## src/rtl/vic_pkg.sv

```systemverilog
`timescale 1ns/1ps
package vic_pkg;

    typedef enum logic [2:0] {
        ACK_IDLE,
        ACK_WAIT1,
        ACK_WAIT2,
        ACK_T3,
        ACK_RELEASE
    } ack_state_e;

    // Vector code for a source index: base plus a fixed even step.
    function automatic logic [7:0] vector_for(input int unsigned idx,
                                              input logic [7:0]  base,
                                              input int unsigned step);
        return base + 8'(idx * step);
    endfunction

endpackage

```

## src/rtl/vic_pending_bank.sv

```systemverilog
`timescale 1ns/1ps
module vic_pending_bank #(
    parameter int unsigned NUM_SRC = 6
) (
    input  logic               clk_i,
    input  logic               rst_ni,
    input  logic [NUM_SRC-1:0] req_i,
    input  logic [NUM_SRC-1:0] clr_i,
    output logic [NUM_SRC-1:0] pend_o
);

    for (genvar g = 0; g < NUM_SRC; g++) begin : g_src
        logic prev_q;
        logic pend_q;

        always_ff @(posedge clk_i) begin
            if (!rst_ni) begin
                prev_q <= 1'b0;
                pend_q <= 1'b0;
            end else begin
                prev_q <= req_i[g];
                // A fresh edge wins over a clear in the same cycle.
                if (req_i[g] && !prev_q) begin
                    pend_q <= 1'b1;
                end else if (clr_i[g]) begin
                    pend_q <= 1'b0;
                end
            end
        end

        assign pend_o[g] = pend_q;

        assert_edge_latch_R2: assert property (@(posedge clk_i) disable iff (!rst_ni)
            $rose(req_i[g]) |=> pend_o[g]);

        assert_clear_empties_R9: assert property (@(posedge clk_i) disable iff (!rst_ni)
            (clr_i[g] && !$rose(req_i[g])) |=> !pend_o[g]);
    end

endmodule

```

## src/rtl/vic_prio_pick.sv

```systemverilog
`timescale 1ns/1ps
module vic_prio_pick #(
    parameter int unsigned NUM_SRC = 6,
    parameter int unsigned IDX_W   = 3
) (
    input  logic [NUM_SRC-1:0] active_i,
    output logic               valid_o,
    output logic [IDX_W-1:0]   idx_o
);

    // Scan from the lowest priority upward so the lowest index is kept last.
    always_comb begin
        valid_o = 1'b0;
        idx_o   = '0;
        for (int i = NUM_SRC - 1; i >= 0; i--) begin
            if (active_i[i]) begin
                valid_o = 1'b1;
                idx_o   = IDX_W'(i);
            end
        end
    end

    always_comb begin
        if (valid_o) begin
            assert_lowest_wins_R4: assert ((active_i & ((NUM_SRC'(1) << idx_o) - NUM_SRC'(1))) == '0);
            assert_winner_active_R4: assert (active_i[idx_o]);
        end
    end

endmodule

```

## src/rtl/vic_ack_fsm.sv

```systemverilog
`timescale 1ns/1ps
module vic_ack_fsm
    import vic_pkg::*;
#(
    parameter int unsigned NUM_SRC  = 6,
    parameter int unsigned IDX_W    = 3,
    parameter logic [7:0]  VEC_BASE = 8'hF0,
    parameter int unsigned VEC_STEP = 2
) (
    input  logic               clk_i,
    input  logic               rst_ni,
    input  logic               inta_i,
    input  logic               win_valid_i,
    input  logic [IDX_W-1:0]   win_idx_i,
    output logic               wait_o,
    output logic               oe_o,
    output logic [7:0]         vec_o,
    output logic [NUM_SRC-1:0] clr_o
);

    ack_state_e       state_q, state_d;
    logic [IDX_W-1:0] held_idx_q;
    logic             held_valid_q;
    logic             in_drive;

    // State register and winner capture.
    always_ff @(posedge clk_i) begin
        if (!rst_ni) begin
            state_q      <= ACK_IDLE;
            held_idx_q   <= '0;
            held_valid_q <= 1'b0;
        end else begin
            state_q <= state_d;
            if (state_q == ACK_IDLE && inta_i) begin
                held_idx_q   <= win_idx_i;
                held_valid_q <= win_valid_i;
            end
        end
    end

    // Transitions.
    always_comb begin
        state_d = state_q;
        unique case (state_q)
            ACK_IDLE:    if (inta_i) state_d = ACK_WAIT1;
            ACK_WAIT1:   state_d = ACK_WAIT2;
            ACK_WAIT2:   state_d = ACK_T3;
            ACK_T3:      state_d = ACK_RELEASE;
            ACK_RELEASE: if (!inta_i) state_d = ACK_IDLE;
            default:     state_d = ACK_IDLE;
        endcase
    end

    // Outputs.
    always_comb begin
        wait_o   = 1'b0;
        in_drive = 1'b0;
        clr_o    = '0;
        unique case (state_q)
            ACK_WAIT1, ACK_WAIT2: begin
                wait_o   = 1'b1;
                in_drive = 1'b1;
            end
            ACK_T3: begin
                in_drive = 1'b1;
                if (held_valid_q) clr_o = NUM_SRC'(1) << held_idx_q;
            end
            default: ;
        endcase
        oe_o  = in_drive && held_valid_q;
        vec_o = oe_o ? vector_for(32'(held_idx_q), VEC_BASE, VEC_STEP) : 8'h00;
    end

    assert_wait_two_R6: assert property (@(posedge clk_i) disable iff (!rst_ni)
        $rose(wait_o) |=> wait_o ##1 !wait_o);

    assert_vec_even_R5: assert property (@(posedge clk_i) disable iff (!rst_ni)
        oe_o |-> !vec_o[0]);

    assert_vec_stable_R8: assert property (@(posedge clk_i) disable iff (!rst_ni)
        (oe_o && $past(oe_o)) |-> $stable(vec_o));

    assert_one_clear_R9: assert property (@(posedge clk_i) disable iff (!rst_ni)
        $onehot0(clr_o));

    assert_release_before_refresh_R7: assert property (@(posedge clk_i) disable iff (!rst_ni)
        (oe_o && !wait_o) |=> !oe_o);

endmodule

```

## src/rtl/vec_irq_ctrl.sv

```systemverilog
`timescale 1ns/1ps
module vec_irq_ctrl #(
    parameter int unsigned NUM_SRC  = 6,
    parameter logic [7:0]  VEC_BASE = 8'hF0,
    parameter int unsigned VEC_STEP = 2
) (
    input  logic               clk_i,
    input  logic               rst_ni,
    input  logic [NUM_SRC-1:0] req_i,
    input  logic               mask_we_i,
    input  logic [NUM_SRC-1:0] mask_wdata_i,
    input  logic               inta_i,
    output logic               irq_n_o,
    output logic [7:0]         vec_o,
    output logic               vec_oe_o,
    output logic               wait_o
);

    localparam int unsigned IDX_W = (NUM_SRC > 1) ? $clog2(NUM_SRC) : 1;

    logic [NUM_SRC-1:0] mask_q;
    logic [NUM_SRC-1:0] pend;
    logic [NUM_SRC-1:0] active;
    logic [NUM_SRC-1:0] clr;
    logic               win_valid;
    logic [IDX_W-1:0]   win_idx;

    always_ff @(posedge clk_i) begin
        if (!rst_ni) begin
            mask_q <= '1;
        end else if (mask_we_i) begin
            mask_q <= mask_wdata_i;
        end
    end

    vic_pending_bank #(.NUM_SRC(NUM_SRC)) u_pend (
        .clk_i  (clk_i),
        .rst_ni (rst_ni),
        .req_i  (req_i),
        .clr_i  (clr),
        .pend_o (pend)
    );

    assign active  = pend & ~mask_q;
    assign irq_n_o = ~|active;

    vic_prio_pick #(.NUM_SRC(NUM_SRC), .IDX_W(IDX_W)) u_pick (
        .active_i (active),
        .valid_o  (win_valid),
        .idx_o    (win_idx)
    );

    vic_ack_fsm #(
        .NUM_SRC  (NUM_SRC),
        .IDX_W    (IDX_W),
        .VEC_BASE (VEC_BASE),
        .VEC_STEP (VEC_STEP)
    ) u_ack (
        .clk_i       (clk_i),
        .rst_ni      (rst_ni),
        .inta_i      (inta_i),
        .win_valid_i (win_valid),
        .win_idx_i   (win_idx),
        .wait_o      (wait_o),
        .oe_o        (vec_oe_o),
        .vec_o       (vec_o),
        .clr_o       (clr)
    );

    assert_quiet_bus_R7: assert property (@(posedge clk_i) disable iff (!rst_ni)
        !vec_oe_o |-> (vec_o == 8'h00));

    assert_all_masked_R3: assert property (@(posedge clk_i) disable iff (!rst_ni)
        (mask_q == '1) |-> irq_n_o);

    assert_no_drive_without_winner_R10: assert property (@(posedge clk_i) disable iff (!rst_ni)
        $rose(wait_o) && !vec_oe_o |=> !vec_oe_o);

endmodule

```

## config.mk

```make
export PLATFORM = sky130hd
export DESIGN_NAME = vec_irq_ctrl
export DESIGN_NICKNAME = d
export VERILOG_FILES = /design/src/rtl/vic_pkg.sv /design/src/rtl/vic_pending_bank.sv /design/src/rtl/vic_prio_pick.sv /design/src/rtl/vic_ack_fsm.sv /design/src/rtl/vec_irq_ctrl.sv
export SDC_FILE = /design/constraint.sdc
export NUM_CORES = 1
export LEC_CHECK = 0
export BUFFER_PORTS_ARGS = -buffer_cell sky130_fd_sc_hd__buf_2
export CAP_MARGIN = 25
export CORE_MARGIN = 5
export CORE_UTILIZATION = 35
export CTS_CLUSTER_SIZE = 30
export DETAILED_ROUTE_END_ITERATION = 16
export HOLD_SLACK_MARGIN = 0.03
export PLACE_DENSITY = 0.69
export SLEW_MARGIN = 25
export SYNTH_ARGS = -nofsm -noshare
export SYNTH_HDL_FRONTEND = slang
export SYNTH_SLANG_ARGS = --single-unit
```

## constraint.sdc

```tcl
create_clock -name clk_i -period 1.16 [get_ports clk_i]
set_input_delay 0.058 -clock clk_i [delete_from_list [all_inputs] [get_ports clk_i]]
set_output_delay 0.058 -clock clk_i [all_outputs]
set_load 0.01 [all_outputs]
```

==> results.json, run 1 <==
{
  "antenna_found_initial": 0,
  "netlist_area_mm2": 0.001052,
  "grt.overflow.total": 0,
  "crit_path_end_kind": "output pin",
  "port_buffers": 25,
  "syn_area_per_cell_um2": 9.150,
  "htreeDepth": 1,
  "nets": 174,
  "placementRows": 19,
  "drive_gt1_frac": 0.3758,
  "whs_ns": 0.09323,
  "power.leakage_nw": 0.7126,
  "drtIter0Drc": 24,
  "vias": 917,
  "clockBufferDepth": 2,
  "cp-start-kind": "flop",
  "synthTopCellsByCount": "dfxtp_1 (25), nand2_1 (14), nand2b_1 (9)",
  "cts_tree": "yes",
  "initial_core_util": 0.3720,
  "ys_seq_area_frac": 0.4756,
  "clk_pin_slew_ns": 0.14,
  "maxSlewViolCount": 0,
  "place.detailed.hpwl_um": 1651,
  "postRouteAntennaNets": 0,
  "root_buffer": "clkbuf_4",
  "die-area_mm2": 0.004203,
  "rsz0062_at_grt": "yes",
  "gp_congestion": 0.7775,
  "post-route-period-util": 1.192,
  "arrival_ns": 1.32,
  "ys_seq_elements": 25,
  "crit_type": "reg -> out",
  "hold_viol": 0,
  "async_flop_share": 0,
  "synth_nets": 131,
  "setup_violations": 19,
  "antennaDiodeCount": 0,
  "netlist_top_cells_area": "dfxtp_1 (48%), mux2i_1 (5.7%), nand2b_1 (5.4%)",
  "fin_area_mm2": 0.001518,
  "multi_input_area_um2": 533.0,
  "die_h_um": 64.83,
  "die_x_um": 64.83,
  "cts.sinks": 25,
  "max-cap-violations": 0,
  "status": "finished, violations left",
  "synthCells": 115,
  "final.setup_skew_ns": 0.005754,
  "violations": "setup timing",
  "power_density_mw_per_mm2": 1163,
  "ys_warn_count": 0,
  "synth.top_cell.area_share": 0.4756,
  "core-area_mm2": 0.002829,
  "track_usage": 0.1192,
  "synth.distinct_cells": 29,
  "pin_count": 27,
  "synth-edff-count": 0,
  "grt_pass1_wl_um": 3960,
  "syn_to_final_growth_pct": 44.23,
  "clock_insertion_delay_worst_skew_ns": 0.32,
  "drc": 0,
  "vias_per_cell": 4.878,
  "seqCellArea_um2": 513.0,
  "dpl_cell_area_mm2": 0.001205,
  "grt_pass1_vias": 900,
  "yosys.area.top_type": "dfxtp_1",
  "final_util": 0.5365,
  "cp_max_fo": 4,
  "yosysMostFrequentCell": "dfxtp_1",
  "regToRegSetupSlack_ns": -0.14,
  "max_freq_ghz": 0.7231,
  "drt_pass1_iterations": 7,
  "finalSetupTns_ns": -2.743,
  "cp.required_ns": 1.10,
  "wl_per_cell_um": 12.80,
  "fill_cells": 241,
  "drt_wl_total_um": 2407,
  "max-vdd-ir-drop_v": 0.0005623,
  "synth_ff_type": "dfxtp_1",
  "hp-class": "in -> reg",
  "layout_min_cycle_time_ns": 1.383,
  "total_power_mw": 1.765,
  "cts_made_buffers": 3,
  "grt_max_degree": 25,
  "setup_slack_ns": -0.2229
}
routing by layer:
layer	wire length [um]	global-route usage	share of wire
met5	0	0	0
met4	34	0.04749	0.014
met3	104	0.02245	0.043
met2	1232	0.2133	0.51
met1	1036	0.1395	0.43
power by group:
group | internal, mW | total, mW | switching [mW]
sequential | 0.926 | 0.987 | 0.0614
combinational | 0.220 | 0.383 | 0.163
clock | 0.132 | 0.395 | 0.263
final cells by class:
cell class,count,area share
well taps,31,0.02556
multi-input cells,73,0.3512
clock buffers,3,0.01484
clock inverters,1,0.004946
flip-flops and latches,25,0.3380
inverters,8,0.01979
repair buffers,47,0.2457
kinds of logic (layout without fill, tap and decap cells):
group	count (synthesis)	in the layout	synth area share
simple gates	43	43	0.2378
flops	25	25	0.4756
compound gates	22	22	0.1320
buf+inv	17	59	0.08562
mux	6	6	0.05708
other cells	1	1	0.003564
xor+xnor	1	1	0.008325
per-stage QoR:
stage / worst slack (ns) / std cells
4_1_cts: -0.2223 / 187
6_report: -0.2229 / 188
3_5_place_dp: -0.08628 / 167
2_1_floorplan: -0.01363 / 115
3_3_place_gp: -0.06022 / 167
5_1_grt: -0.3551 / 188
sequential cells by signal, summed over array words and instances, names as in the netlist:
register / cells
u_pend.g_src.prev_q: 6
u_ack.held_idx_q: 3
mask_q: 6
u_pend.g_src.pend_q: 6
u_ack.state_q: 3
u_ack.held_valid_q: 1
path summary, 6_finish.rpt:
| path | depth (start not counted) | endpoint | startpoint |
|---|---|---|---|
| max | 5 | vec_o[1] | u_ack.state_q[1] |
| min reg2reg | 1 | u_pend.g_src[4].pend_q | u_pend.g_src[4].prev_q |
| min | 2 | mask_q[1] | rst_ni |
| max reg2reg | 5 | u_pend.g_src[0].pend_q | u_ack.state_q[1] |
worst max-delay path: stages (launching register included):
cell and delay, ns:
dfxtp_2 0.36, buf_6 0.11, nor2_4 0.04, nor3b_4 0.22
and2_1 0.15, buf_2 0.12
placed cells by master, fill, tap and decap left out, types with 5 or more instances in the layout:
| master | synthesis | layout |
|---|---|---|
| nand2b_1 | 9 | 5 |
| nand2_1 | 14 | 14 |
| dfxtp_1 | 25 | 17 |
| o21ai_1 | 3 | 6 |
| inv_1 | 8 | 8 |
| buf_6 | 1 | 10 |
| dfxtp_2 | 0 | 7 |
| dlygate4sd3_1 | 0 | 13 |
| mux2i_1 | 6 | 6 |
| buf_2 | 0 | 20 |
repair_timing:
action / CTS / global route
endpoints found under the setup margin: 18 / 20
pin swaps: 9 / 5
cloned: 0 / 0
hold buffers: 13 / 0
hold endpoints to repair: 19 / 0
setup buffers: 3 / 1
gates resized for setup: 28 / 7
(Power assumes the default switching activity.)
==> run 2, diff against run 1 <==
SETUP_SLACK_MARGIN = 0.05   (was default)
SLEW_MARGIN = default   (was 25)
==> run 2 against run 1 <==
  * Critical path depth did not move
  * The run still ends with setup timing left
  * Routed wire length fell by 5.4%
  * Non-clock buffer count rose by 4
  * Cell count rose by 2.1%
  * Largest power group unchanged
  * Highest routed layer unchanged
  * First-iteration DRC count rose by 67%
  * Clock power fell by 7.3%
  * Via count rose by 0.55%
  * Sequential share of layout area rose by 0.19 points
  * Clock skew fell by 0.0028 ns
==> results.json, run 2 (synthesis gave the netlist of run 1 again) <==
{
  "final_cell_mix": "buf_2 (25), dfxtp_1 (18), nand2_1 (14)",
  "postRouteAntennaNets": 0,
  "post-route-period-util": 1.156,
  "hp-class": "in -> reg",
  "grt_max_degree": 25,
  "power_density_mw_per_mm2": 1142,
  "whs_path_depth": 3,
  "drc": 0,
  "maxSlewViolCount": 0,
  "layout_min_cycle_time_ns": 1.341,
  "dp_slack_ns": -0.01220,
  "core-area_mm2": 0.002829,
  "max-cap-violations": 0,
  "cts_made_buffers": 3,
  "gp_congestion": 0.7735,
  "cp.required_ns": 1.10,
  "clk_pin_slew_ns": 0.12,
  "power.internal_mw": 1.268,
  "grt_pass1_wl_um": 3774,
  "hold_viol": 0,
  "drtIter0Drc": 40,
  "place.detailed.hpwl_um": 1576,
  "rsz0062_at_grt": "yes",
  "die-area_mm2": 0.004203,
  "port_buffers": 25,
  "antenna_found_initial": 0,
  "vias_per_cell": 4.802,
  "clkPwrFrac": 0.212,
  "cp_max_fo": 3,
  "syn_to_final_growth_pct": 43.76,
  "die_x_um": 64.83,
  "reg.largest.list": "mask_q (6), u_pend.g_src.pend_q (6), u_pend.g_src.prev_q (6)",
  "placementRows": 19,
  "final.setup_skew_ns": 0.002949,
  "grt_pass1_vias": 902,
  "setup_slack_ns": -0.1815,
  "power.leakage_nw": 0.7332,
  "drive_gt1_frac": 0.3975,
  "cts.sinks": 25,
  "root_buffer": "clkbuf_4",
  "violations": "setup timing",
  "antennaDiodeCount": 0,
  "grt.overflow.total": 0,
  "switching_power_mw": 0.4605,
  "total_power_mw": 1.728,
  "worstRegToRegCells": 5,
  "rr_startpoint": "u_ack.state_q[1]",
  "final_cells": 192,
  "arrival_ns": 1.28,
  "crit_path_start": "u_ack.state_q[1]",
  "vias": 922,
  "cp-start-kind": "flop",
  "hold_start": "inta_i",
  "clockBufferDepth": 2,
  "seqPwrFrac": 0.571,
  "dp_cells": 168,
  "initial_core_util": 0.3720,
  "nets": 178,
  "status": "finished, violations left",
  "cts_tree": "yes",
  "clock_insertion_delay_worst_skew_ns": 0.30,
  "drt_wl_total_um": 2277,
  "die_h_um": 64.83,
  "crit_path_end_kind": "output pin",
  "htreeDepth": 1,
  "whs_ns": 0.05386,
  "drt_pass1_iterations": 4,
  "pin_count": 27,
  "max-vdd-ir-drop_v": 0.0005074,
  "crit_type": "reg -> out",
  "wl_per_cell_um": 11.86,
  "switching_share": 0.2665,
  "max_freq_ghz": 0.7454,
  "mostFrequentLayoutCell": "buf_2",
  "track_usage": 0.1111,
  "fill_cells": 248,
  "p_comb_frac": 0.217,
  "setup_violations": 17
}
run 2: cell types whose count changed in the layout (fill, tap and decap cells not counted), sizes merged:
| cell | change |
|---|---|
| clkinv | +1 |
| clkinvlp | -1 |
| buf | +5 |
| dlygate4sd3 | -1 |
run 2: path summary, 6_finish.rpt:
check | slack (ns) | endpoint
min | 0.05 | u_ack.state_q[0]
max | -0.18 | wait_o
min reg2reg | 0.42 | u_pend.g_src[4].pend_q
max reg2reg | -0.13 | u_pend.g_src[2].pend_q
run 2: critical path: stages (launching register included):
cell	delay, ns
dfxtp_4	0.37
buf_4	0.14
buf_4	0.13
xnor2_2	0.13
nor2_1	0.08
buf_2	0.13
run 2: power groups by stage:
stage	registers [mW]	clock network [mW]	logic [mW]
after floorplan	0.977	0	0.192
after global placement	0.992	0	0.264
after detailed placement	0.993	0	0.270
after CTS	0.983	0.383	0.360
after global routing	0.996	0.414	0.411
final	0.987	0.366	0.376
run 2: repair_timing:
item / CTS / global route
hold buffers: 12 / 0
cloned: 0 / 0
setup buffers: 6 / 2
pin swaps: 7 / 3
hold endpoints to repair: 18 / 0
gates resized for setup: 22 / 4
endpoints found under the setup margin: 20 / 21
run 2: per-stage QoR:
step | utilization | area, um2 | TNS (ns)
global route | 0.5347 | 1513 | -3.895
detailed placement | 0.4295 | 1215 | -0.02323
floorplan | - | 1066 | 0
CTS | 0.5201 | 1471 | -2.377
finish | 0.5347 | 1513 | -2.191
global placement | 0.4295 | 1215 | 0
run 2: layout make-up:
type                       count  area [um2]  share of cell area
multi-input combinational     73       544.3              0.3598
sequential                    25       514.2              0.3400
timing repair buffer          51       357.8              0.2366
tap                           31       38.79             0.02564
inverter                       8       30.03             0.01985
clock buffer                   3       22.52             0.01489
clock inverter                 1       5.005            0.003309
run 2: metal layers:
layer / vias up / track usage / share of wire
met5: - / 0 / 0
met4: 0 / 0.03166 / 0.0083
met3: 2 / 0.02591 / 0.043
met2: 22 / 0.1992 / 0.49
met1: 417 / 0.1315 / 0.45
li1: 481 / - / -
